<file path="config.mk">
export PLATFORM = sky130hd
export DESIGN_NAME = i2c_ackstop_seq
export DESIGN_NICKNAME = d
export VERILOG_FILES = /design/src/rtl/i2c_seq_pkg.sv /design/src/rtl/i2c_line_sync.sv /design/src/rtl/i2c_baud_counter.sv /design/src/rtl/i2c_ackstop_seq.sv
export SDC_FILE = /design/constraint.sdc
export NUM_CORES = 1
export LEC_CHECK = 0
export BUFFER_PORTS_ARGS = -buffer_cell sky130_fd_sc_hd__buf_4
export CORE_UTILIZATION = 30
export DETAILED_ROUTE_END_ITERATION = 10
export PLACE_DENSITY_LB_ADDON = 0.12
export SLEW_MARGIN = 20
export SYNTH_ARGS = -nofsm -noshare
export SYNTH_HDL_FRONTEND = slang
export SYNTH_SLANG_ARGS = --single-unit
</file>
<file path="constraint.sdc">
create_clock -name clk -period 3.6 [get_ports clk]
set_input_delay 1.08 -clock clk [delete_from_list [all_inputs] [get_ports clk]]
set_output_delay 1.08 -clock clk [all_outputs]
set_load 0.05 [all_outputs]
</file>
<file path="src/rtl/i2c_seq_pkg.sv">
package i2c_seq_pkg;

    typedef enum logic [3:0] {
        ST_IDLE,
        ST_ACK_LOW,
        ST_ACK_REL,
        ST_ACK_HIGH,
        ST_STP_SDA,
        ST_STP_LOW,
        ST_STP_SCLW,
        ST_STP_HIGH,
        ST_STP_REL,
        ST_STP_END
    } seq_state_e;

    function automatic logic is_ack_state(seq_state_e s);
        return (s == ST_ACK_LOW) || (s == ST_ACK_REL) || (s == ST_ACK_HIGH);
    endfunction

    function automatic logic is_stop_state(seq_state_e s);
        return (s == ST_STP_SDA) || (s == ST_STP_LOW) || (s == ST_STP_SCLW) ||
               (s == ST_STP_HIGH) || (s == ST_STP_REL) || (s == ST_STP_END);
    endfunction

endpackage

</file>
<file path="src/rtl/i2c_line_sync.sv">
module i2c_line_sync #(
    parameter int STAGES = 2,
    parameter int WIDTH  = 2
) (
    input  logic             clk,
    input  logic             rst_n,
    input  logic [WIDTH-1:0] async_in,
    output logic [WIDTH-1:0] sync_out
);
    logic [WIDTH-1:0] stage_q [STAGES];
    logic [WIDTH-1:0] stage_d [STAGES];

    always_comb begin
        stage_d[0] = async_in;
        for (int i = 1; i < STAGES; i++) begin
            stage_d[i] = stage_q[i-1];
        end
    end

    generate
        for (genvar g = 0; g < STAGES; g++) begin : g_stage
            always_ff @(posedge clk or negedge rst_n) begin
                if (!rst_n) begin
                    stage_q[g] <= '1;
                end else begin
                    stage_q[g] <= stage_d[g];
                end
            end
        end
    endgenerate

    assign sync_out = stage_q[STAGES-1];

endmodule

</file>
<file path="src/rtl/i2c_baud_counter.sv">
module i2c_baud_counter #(
    parameter int CNT_W = 8
) (
    input  logic             clk,
    input  logic             rst_n,
    input  logic             load,
    input  logic [CNT_W-1:0] reload,
    output logic             done
);
    typedef struct packed {
        logic             run;
        logic [CNT_W-1:0] cnt;
    } brg_t;

    brg_t brg_d, brg_q;

    assign done = brg_q.run && (brg_q.cnt == '0);

    always_comb begin
        brg_d = brg_q;
        if (load) begin
            brg_d.run = 1'b1;
            brg_d.cnt = reload;
        end else if (done) begin
            brg_d.run = 1'b0;
        end else if (brg_q.run) begin
            brg_d.cnt = brg_q.cnt - 1'b1;
        end
    end

    always_ff @(posedge clk or negedge rst_n) begin
        if (!rst_n) begin
            brg_q <= '0;
        end else begin
            brg_q <= brg_d;
        end
    end

    // one rollover is a single done pulse, then the counter is off
    p_brg_single_done_r3: assert property (@(posedge clk) disable iff (!rst_n)
        done && !load |=> !done);

endmodule

</file>
<file path="src/rtl/i2c_ackstop_seq.sv">
module i2c_ackstop_seq
    import i2c_seq_pkg::*;
#(
    parameter int CNT_W       = 8,
    parameter int BUF_W       = 8,
    parameter int SYNC_STAGES = 2
) (
    input  logic             clk,
    input  logic             rst_n,
    input  logic [CNT_W-1:0] reload,
    input  logic             ack_go,
    input  logic             ack_bit,
    input  logic             stop_go,
    input  logic             buf_wr,
    input  logic [BUF_W-1:0] buf_wdata,
    input  logic             irq_clr,
    input  logic             wcol_clr,
    input  logic             sda_in,
    input  logic             scl_in,
    output logic             sda_oe,
    output logic             scl_oe,
    output logic             ack_active,
    output logic             stop_active,
    output logic             stop_seen,
    output logic             irq_flag,
    output logic             wcol_flag,
    output logic [BUF_W-1:0] buf_q
);
    typedef struct packed {
        seq_state_e       st;
        logic             sda_oe;
        logic             scl_oe;
        logic             ack_bit;
        logic             stop_seen;
        logic             irq;
        logic             wcol;
        logic [BUF_W-1:0] buf_data;
    } seq_t;

    seq_t       seq_d, seq_q;
    logic       brg_load;
    logic       brg_done;
    logic [1:0] line_s;
    logic       sda_s;
    logic       scl_s;
    logic       busy;

    i2c_line_sync #(
        .STAGES(SYNC_STAGES),
        .WIDTH (2)
    ) u_sync (
        .clk     (clk),
        .rst_n   (rst_n),
        .async_in({sda_in, scl_in}),
        .sync_out(line_s)
    );

    assign sda_s = line_s[1];
    assign scl_s = line_s[0];

    i2c_baud_counter #(
        .CNT_W(CNT_W)
    ) u_brg (
        .clk   (clk),
        .rst_n (rst_n),
        .load  (brg_load),
        .reload(reload),
        .done  (brg_done)
    );

    assign busy = (seq_q.st != ST_IDLE);

    always_comb begin
        seq_d    = seq_q;
        brg_load = 1'b0;

        if (irq_clr) begin
            seq_d.irq = 1'b0;
        end
        if (wcol_clr) begin
            seq_d.wcol = 1'b0;
        end

        if (buf_wr) begin
            if (busy) begin
                seq_d.wcol = 1'b1;
            end else begin
                seq_d.buf_data = buf_wdata;
            end
        end

        unique case (seq_q.st)
            ST_IDLE: begin
                if (ack_go) begin
                    seq_d.st        = ST_ACK_LOW;
                    seq_d.scl_oe    = 1'b0;
                    seq_d.sda_oe    = ack_bit;
                    seq_d.ack_bit   = ack_bit;
                    seq_d.stop_seen = 1'b0;
                    brg_load        = 1'b1;
                end else if (stop_go) begin
                    seq_d.st        = ST_STP_SDA;
                    seq_d.sda_oe    = 1'b0;
                    seq_d.stop_seen = 1'b0;
                end
            end
            ST_ACK_LOW: begin
                if (brg_done) begin
                    seq_d.scl_oe = 1'b1;
                    seq_d.st     = ST_ACK_REL;
                end
            end
            ST_ACK_REL: begin
                if (scl_s) begin
                    brg_load = 1'b1;
                    seq_d.st = ST_ACK_HIGH;
                end
            end
            ST_ACK_HIGH: begin
                if (brg_done) begin
                    seq_d.scl_oe = 1'b0;
                    seq_d.irq    = 1'b1;
                    seq_d.st     = ST_IDLE;
                end
            end
            ST_STP_SDA: begin
                if (!sda_s) begin
                    brg_load = 1'b1;
                    seq_d.st = ST_STP_LOW;
                end
            end
            ST_STP_LOW: begin
                if (brg_done) begin
                    seq_d.scl_oe = 1'b1;
                    seq_d.st     = ST_STP_SCLW;
                end
            end
            ST_STP_SCLW: begin
                if (scl_s) begin
                    brg_load = 1'b1;
                    seq_d.st = ST_STP_HIGH;
                end
            end
            ST_STP_HIGH: begin
                if (brg_done) begin
                    seq_d.sda_oe = 1'b1;
                    seq_d.st     = ST_STP_REL;
                end
            end
            ST_STP_REL: begin
                if (sda_s && scl_s) begin
                    seq_d.stop_seen = 1'b1;
                    brg_load        = 1'b1;
                    seq_d.st        = ST_STP_END;
                end
            end
            ST_STP_END: begin
                if (brg_done) begin
                    seq_d.irq = 1'b1;
                    seq_d.st  = ST_IDLE;
                end
            end
            default: begin
                seq_d.st = ST_IDLE;
            end
        endcase
    end

    always_ff @(posedge clk or negedge rst_n) begin
        if (!rst_n) begin
            seq_q.st        <= ST_IDLE;
            seq_q.sda_oe    <= 1'b1;
            seq_q.scl_oe    <= 1'b1;
            seq_q.ack_bit   <= 1'b0;
            seq_q.stop_seen <= 1'b0;
            seq_q.irq       <= 1'b0;
            seq_q.wcol      <= 1'b0;
            seq_q.buf_data  <= '0;
        end else begin
            seq_q <= seq_d;
        end
    end

    assign sda_oe      = seq_q.sda_oe;
    assign scl_oe      = seq_q.scl_oe;
    assign ack_active  = is_ack_state(seq_q.st);
    assign stop_active = is_stop_state(seq_q.st);
    assign stop_seen   = seq_q.stop_seen;
    assign irq_flag    = seq_q.irq;
    assign wcol_flag   = seq_q.wcol;
    assign buf_q       = seq_q.buf_data;

    // during the low phase SCL is held and SDA carries the stored bit
    p_ack_drive_r2: assert property (@(posedge clk) disable iff (!rst_n)
        (seq_q.st == ST_ACK_LOW) |-> (!scl_oe && (sda_oe == seq_q.ack_bit)));

    // no progress past the release point without a high SCL sample
    p_ack_wait_scl_r3: assert property (@(posedge clk) disable iff (!rst_n)
        (seq_q.st == ST_ACK_REL) && !scl_s |=> (seq_q.st == ST_ACK_REL) && scl_oe);

    // SDA rises in a Stop only while SCL is released
    p_stop_sda_last_r6: assert property (@(posedge clk) disable iff (!rst_n)
        stop_active && $rose(sda_oe) |-> scl_oe);

    // stop_seen follows a sample of both lines high
    p_stop_seen_r7: assert property (@(posedge clk) disable iff (!rst_n)
        $rose(stop_seen) |-> $past(sda_s && scl_s));

    // busy-time buffer write is refused and flagged
    p_wcol_r8: assert property (@(posedge clk) disable iff (!rst_n)
        buf_wr && (ack_active || stop_active) |=> wcol_flag && $stable(buf_q));

    // interrupt flag stays set without a clear
    p_irq_sticky_r9: assert property (@(posedge clk) disable iff (!rst_n)
        irq_flag && !irq_clr |=> irq_flag);

    // a request during a Stop never starts an acknowledge
    p_busy_ignore_r10: assert property (@(posedge clk) disable iff (!rst_n)
        stop_active && ack_go |=> !ack_active);

endmodule

</file>
==> impl_metrics.env, run 1 <==
export IMPL_maxCapViolations=0
export IMPL_async_flop_share_pct=100
export IMPL_start_util_pct=32.1
export IMPL_setup_viol=0
export IMPL_seq_area_frac_synth_pct=48.4
export IMPL_p_per_area_nw_per_um2=822
export IMPL_tightest_slew_ps=750
export IMPL_io_buffers=40
export IMPL_fin_nets=216
export IMPL_grt_pass1_vias=1302
export IMPL_grt_max_degree=31
export IMPL_final_cell_mix="40 x buf_4, 24 x dfrtp_1, 21 x nor2_1, 14 x nand2_1, 12 x a21oi_1"
export IMPL_ys_warn_count=0
export IMPL_wirelength_um=3360
export IMPL_stdcell_count=257
export IMPL_die_x_um=74.3
export IMPL_p_seq_share_pct=37.5
export IMPL_report_final_slew_viol_count=0
export IMPL_syn_nets=183
export IMPL_final_common_cell="buf_4"
export IMPL_p_sw_share_pct=44.4
export IMPL_utilization_pct=40.2
export IMPL_cp_start_kind="register"
export IMPL_path_clk_slew_ps=60
export IMPL_fmax_mhz=387
export IMPL_via_per_inst=4.74
export IMPL_vias=1217
export IMPL_wire_per_inst_um=13.1
export IMPL_dr_pass1_iters=4
export IMPL_drc=0
export IMPL_drive_above_1_share_pct=37.4
export IMPL_die_h_um=74.3
export IMPL_hold_viol=0
export IMPL_clock_root_buffer="clkbuf_8"
export IMPL_timing_rr_start="seq_q[17]"
export IMPL_synthFlopType="dfrtp_1"
export IMPL_crit_slowest_cell="dfrtp_1"
export IMPL_cts_max_path_buffers=2
export IMPL_worstPathCellList="nor2_1 -> nor3_1 -> buf_4"
export IMPL_antenna_found_initial=0
export IMPL_synthTopCellsByArea="dfrtp_1 38%, dfstp_2 10%, mux2_2 6.5%"
export IMPL_ys_ff_latch=30
export IMPL_crit_start="seq_q[15]"
export IMPL_combPwrFrac_pct=45.0
export IMPL_post_cts_setup_buffers=0
export IMPL_rsz0062_at_grt="no"
export IMPL_grt_usage_pct=13.8
export IMPL_post_route_min_period_ps=2580
export IMPL_p_sw_w=0.000714
export IMPL_slowest_delay_ps=510
export IMPL_relSlewSlack_pct=50.0
export IMPL_synth_cells=156
export IMPL_cts_tree="yes"
export IMPL_die_area_um2=5520
export IMPL_design_core_area_um2=4880
export IMPL_synth_edf_count=0
export IMPL_end_kind="output pin"
export IMPL_num_antenna_cells=0
export IMPL_synth_avg_cell_area_um2=10.0
export IMPL_internal_power_w=0.000895
export IMPL_peakVddDrop_mv=0.251
export IMPL_layout_worst_path_cycle_share_pct=71.8
export IMPL_hold_path_class="reg2reg"
export IMPL_p_leak_nw=0.870
export IMPL_routabilityCongestion=0.796
export IMPL_dp_hpwl_um=2360
export IMPL_crit_path_max_fanout=11
export IMPL_yosys_area_top_type="dfrtp_1"
export IMPL_rows=25
export IMPL_crit_required_ps=2520
export IMPL_hold_start="u_sync.stage_d[1]"
export IMPL_cts_max_level=2
export IMPL_arrival_ps=1500
export IMPL_ant_nets=0
export IMPL_clockPowerShare_pct=17.5
export IMPL_postCtsHoldBufs=0
export IMPL_ioPinCount=41
export IMPL_finalSetupTns_ps=0
export IMPL_cts_made_buffers=5
export IMPL_syn_to_final_growth_pct=25.0
export IMPL_overflow=0
export IMPL_ys_types=45
export IMPL_dp_cells=249
export IMPL_finalClockSkew_ps=7.19
export IMPL_clock_sinks=30
export IMPL_syn_area_um2=1570
export IMPL_synth_top_cell_area_share_pct=38.3
export IMPL_drtIter0Drc=85
export IMPL_clk_latency_ps=290
export IMPL_cts_repair_resized=0
export IMPL_grt_pass1_wl_um=5730
export IMPL_fin_hold_ws_ps=359
export IMPL_run_status="finished, final reports clean"
export IMPL_critPathKind="reg2out"
[cells by family (layout without fill, tap and decap cells)]
family / Yosys count / after routing / share of synthesized area, %
buffers and inverters: 20 / 54 / 7.02
adders and majority gates: 1 / 1 / 0.798
DFF: 30 / 30 / 48.4
AOI/OAI and AO/OA: 32 / 32 / 14.2
and+or+nand+nor: 58 / 58 / 19.7
xor gates and xnor gates: 5 / 5 / 2.79
muxes: 10 / 10 / 7.10
[path summary, 6_finish.rpt]
check	to	slack [ps]	cells past startpoint
worst max-delay path	ack_active	1020	3
worst min-delay path	u_sync.sync_out[1]	360	0
worst max register to register	seq_q[17]	1550	5
worst min register to register	u_sync.sync_out[1]	360	0
max in group asynchronous	u_sync.sync_out[1]	2560	1
min in group asynchronous	seq_q[15]	720	1
[flip-flops by register name (all words and copies together), names as in the netlist]
register         count
seq_q                4
u_sync.stage_d       2
sda_oe               1
wcol_flag            1
irq_flag             1
scl_oe               1
u_sync.sync_out      2
stop_seen            1
buf_q                8
u_brg.brg_q          9
[per-stage QoR]
step | worst slack [ps] | area (µm²) | power, W
5_1_grt | 905 | 1960 | 0.00172
3_5_place_dp | 1220 | 1860 | 0.00134
6_report | 1020 | 1960 | 0.00161
3_3_place_gp | 1260 | 1860 | 0.00132
2_1_floorplan | 733 | 1570 | 0.00119
4_1_cts | 1000 | 1960 | 0.00163
[synthesized netlist by cell type, types with 2 or more instances]
cell type	instances
dfrtp_1	24
nor2_1	21
nand2_1	14
a21oi_1	12
mux2_2	9
buf_4	8
dfstp_2	6
inv_1	6
nand3_1	5
buf_2	3
nor2b_1	3
o21ai_0	3
xor2_1	3
a211o_1	2
a31oi_1	2
and3_1	2
clkbuf_1	2
nor3_1	2
nor4_4	2
xnor2_1	2
[routing by layer]
layer  GRT usage, %  vias to the layer above  wire length (µm)
li1               -                      606                 -
met1           16.5                      574              1430
met2           23.0                       31              1690
met3           3.79                        6               183
met4           6.71                        0                59
met5              0                        -                 0
[power groups by stage]
stage | Clock [W] | Combinational (W) | Sequential (W)
2_1_floorplan | 0 | 0.000573 | 0.000616
3_3_place_gp | 0 | 0.000716 | 0.000599
3_5_place_dp | 0 | 0.000730 | 0.000606
4_1_cts | 0.000292 | 0.000733 | 0.000602
5_1_grt | 0.000305 | 0.000796 | 0.000622
6_report | 0.000282 | 0.000724 | 0.000603
[critical path: cells and delay by family, from the launching register on]
kind / cells / cell delay, ps
flops: 1 / 510
buf+inv: 1 / 210
simple gates: 2 / 490
[final cells by class]
| type | count | area, µm² |
|---|---|---|
| Inverter | 6 | 22.5 |
| Clock inverter | 2 | 12.5 |
| Timing Repair Buffer | 40 | 300 |
| Clock buffer | 6 | 82.6 |
| Sequential cell | 30 | 758 |
| Multi-Input combinational cell | 106 | 699 |
| Tap cell | 67 | 83.8 |
| Fill cell | 513 | 2920 |
(Power assumes the default switching activity.)
==> run 2: changes to the inputs <==
--- a/config.mk
+++ b/config.mk
@@ -5,6 +5,7 @@
 export SDC_FILE = /design/constraint.sdc
 export NUM_CORES = 1
 export LEC_CHECK = 0
+export ABC_AREA = 1
 export BUFFER_PORTS_ARGS = -buffer_cell sky130_fd_sc_hd__buf_4
 export CORE_UTILIZATION = 30
 export DETAILED_ROUTE_END_ITERATION = 10
==> constraint.sdc (replaced) <==
create_clock -name clk -period 2.35 [get_ports clk]
set_input_delay 0.705 -clock clk [delete_from_list [all_inputs] [get_ports clk]]
set_output_delay 0.705 -clock clk [all_outputs]
set_load 0.05 [all_outputs]
==> run 2 against run 1 <==
  * Highest routed layer unchanged
  * First-iteration DRC count decreased by 32%
  * Largest power group unchanged
  * Sequential share of layout area decreased by 2.4 points
  * Critical path type unchanged
  * Final area increased by 6.6%
  * Critical endpoint is now stop_active
==> impl_metrics.env, run 2 <==
export IMPL_fill_cells=538
export IMPL_critPathBufInv=2
export IMPL_ys_warn_count=0
export IMPL_reg2regPathDepth=7
export IMPL_hold_viol=0
export IMPL_clock_root_buffer="clkbuf_8"
export IMPL_synth_edf_count=0
export IMPL_top_register="u_brg.brg_q"
export IMPL_cts_tree="yes"
export IMPL_p_per_area_nw_per_um2=1460
export IMPL_ioPinCount=41
export IMPL_io_buffers=40
export IMPL_dpl_instance_area_um2=1980
export IMPL_peakVddDrop_mv=0.618
export IMPL_final_common_cell="nand2_1"
export IMPL_synthFlopType="dfrtp_1"
export IMPL_path_delay_family="flip-flops"
export IMPL_final_cell_mix="46 x nand2_1, 40 x buf_4, 26 x nand3_1, 24 x dfrtp_1, 19 x inv_1"
export IMPL_p_leak_nw=1.05
export IMPL_vias=1346
export IMPL_wirelength_um=3370
export IMPL_start_util_pct=31.9
export IMPL_fin_nets=263
export IMPL_cts_repair_resized=0
export IMPL_async_flop_share_pct=100
export IMPL_seq_area_frac_synth_pct=45.4
export IMPL_syn_area_um2=1670
export IMPL_ys_types=27
export IMPL_layout_worst_path_cycle_share_pct=85.7
export IMPL_die_x_um=76.6
export IMPL_drive_above_1_share_pct=35.4
export IMPL_grt_usage_pct=13.0
export IMPL_syn_nets=226
export IMPL_yosysMostFrequentCell="nand2_1"
export IMPL_grt_pass1_wl_um=5920
export IMPL_post_cts_setup_buffers=0
export IMPL_tightest_slew_ps=432
export IMPL_die_h_um=76.6
export IMPL_postCtsHoldBufs=0
export IMPL_critPathKind="reg2out"
export IMPL_slowest_delay_ps=410
export IMPL_via_per_inst=4.38
export IMPL_path_clk_slew_ps=60
export IMPL_worstPathCellList="inv_1 -> nand2_1 -> o21ai_1 -> buf_4"
export IMPL_design_core_area_um2=5240
export IMPL_ys_top_cells_by_count="46 x nand2_1, 26 x nand3_1, 24 x dfrtp_1, 19 x inv_1, 16 x nor2_1"
export IMPL_rows=26
export IMPL_die_area_um2=5870
export IMPL_finalSetupTns_ps=0
export IMPL_routabilityCongestion=0.816
export IMPL_ys_ff_latch=30
export IMPL_relSlewSlack_pct=71.2
export IMPL_drc=0
export IMPL_report_final_slew_viol_count=0
export IMPL_crit_path_max_fanout=4
export IMPL_synth_top_cell_area_share_pct=36.0
export IMPL_num_antenna_cells=0
export IMPL_antenna_found_initial=0
export IMPL_clock_sinks=30
export IMPL_yosys_area_top_type="dfrtp_1"
export IMPL_grt_max_degree=31
export IMPL_largest_register_ffs=9
export IMPL_crit_slowest_cell="dfrtp_1"
export IMPL_wire_per_inst_um=11.0
export IMPL_cts_max_level=2
export IMPL_finalInstanceArea_um2=2090
export IMPL_synth_avg_cell_area_um2=8.39
export IMPL_drtIter0Drc=58
export IMPL_cp_depth=4
export IMPL_end_kind="output pin"
export IMPL_cp_start_kind="register"
export IMPL_ant_nets=0
export IMPL_maxCapViolations=0
export IMPL_timing_rr_start="u_brg.brg_q[0]"
export IMPL_overflow=0
export IMPL_setup_viol=0
export IMPL_fmax_mhz=497
export IMPL_rrSetupSlack_ps=740
export IMPL_dr_pass1_iters=4
export IMPL_dp_hpwl_um=2630
export IMPL_grt_pass1_vias=1300
export IMPL_cts_made_buffers=5
export IMPL_crit_required_ps=1640
export IMPL_cts_max_path_buffers=2
export IMPL_syn_to_final_growth_pct=25.1
export IMPL_hold_path_class="in2async"
export IMPL_arrival_ps=1310
export IMPL_clk_latency_ps=280
export IMPL_post_route_min_period_ps=2010
export IMPL_synth_cells=199
export IMPL_finalClockSkew_ps=5.61
export IMPL_run_status="finished, final reports clean"
export IMPL_synthTopCellsByArea="dfrtp_1 36%, nand2_1 10%, dfstp_2 9.4%"
export IMPL_rsz0062_at_grt="no"
export IMPL_worst_r2r_endpoint="u_brg.brg_q[6]"
==> run 2: stage by stage <==
| step | setup slack [ps] | total power, W | hold slack (ps) | utilization, % | std cells |
|---|---|---|---|---|---|
| after detailed placement | 638 | 0.00260 | 347 | 37.8 | 299 |
| final | 337 | 0.00306 | 344 | 39.9 | 307 |
| after floorplan | 336 | 0.00230 | 345 | - | 199 |
| after global routing | 199 | 0.00330 | 357 | 39.9 | 307 |
| after CTS | 324 | 0.00310 | 353 | 39.9 | 307 |
| after global placement | 627 | 0.00262 | 346 | 37.8 | 299 |
==> run 2: worst register-to-register path, cell delays in order (launching register included) <==
cell     delay [ps]
dfrtp_1         370
inv_1           110
ha_1            240
nand4_1         140
nand2_1         360
nor2_2          120
nand2_1          90
nand3_1          70
==> run 2: where the power goes <==
group          switching [W]  internal (W)
clock               0.000191      0.000295
combinational        0.00108      0.000570
sequential          0.000180      0.000742
==> run 2: cell type report <==
type | count | area, µm² | share of cell area (%)
inverter | 22 | 82.6 | 3.95
multi-input combinational | 137 | 751 | 35.9
timing repair buffer | 40 | 300 | 14.4
sequential | 30 | 758 | 36.3
tap | 70 | 87.6 | 4.19
clock buffer | 8 | 110 | 5.27
==> run 2: logic make-up after synthesis <==
logic type / count (synthesis) / synth area share (%)
flip-flops: 30 / 45.4
adder cells (fa/ha/maj): 1 / 0.749
buffers and inverters: 32 / 9.66
multiplexers: 8 / 5.39
AND/OR/NAND/NOR: 111 / 31.6
AO/OA/AOI/OAI: 12 / 4.57
XOR/XNOR: 5 / 2.62
==> run 2: routing by layer <==
layer | vias to the layer above | track usage (%) | wire length (µm)
met2 | 28 | 19.8 | 1470
met3 | 5 | 4.07 | 136
met5 | - | 0 | 0
met1 | 611 | 17.4 | 1710
li1 | 702 | - | -
met4 | 0 | 4.62 | 48
==> run 2: worst max-delay path by stage <==
stage,start,to,slack (ps)
2_1_floorplan,seq_q[16],stop_active,340
3_3_place_gp,seq_q[16],stop_active,630
3_5_place_dp,seq_q[16],stop_active,640
4_1_cts,seq_q[16],stop_active,320
5_1_grt,seq_q[16],stop_active,200
6_report,seq_q[16],stop_active,340
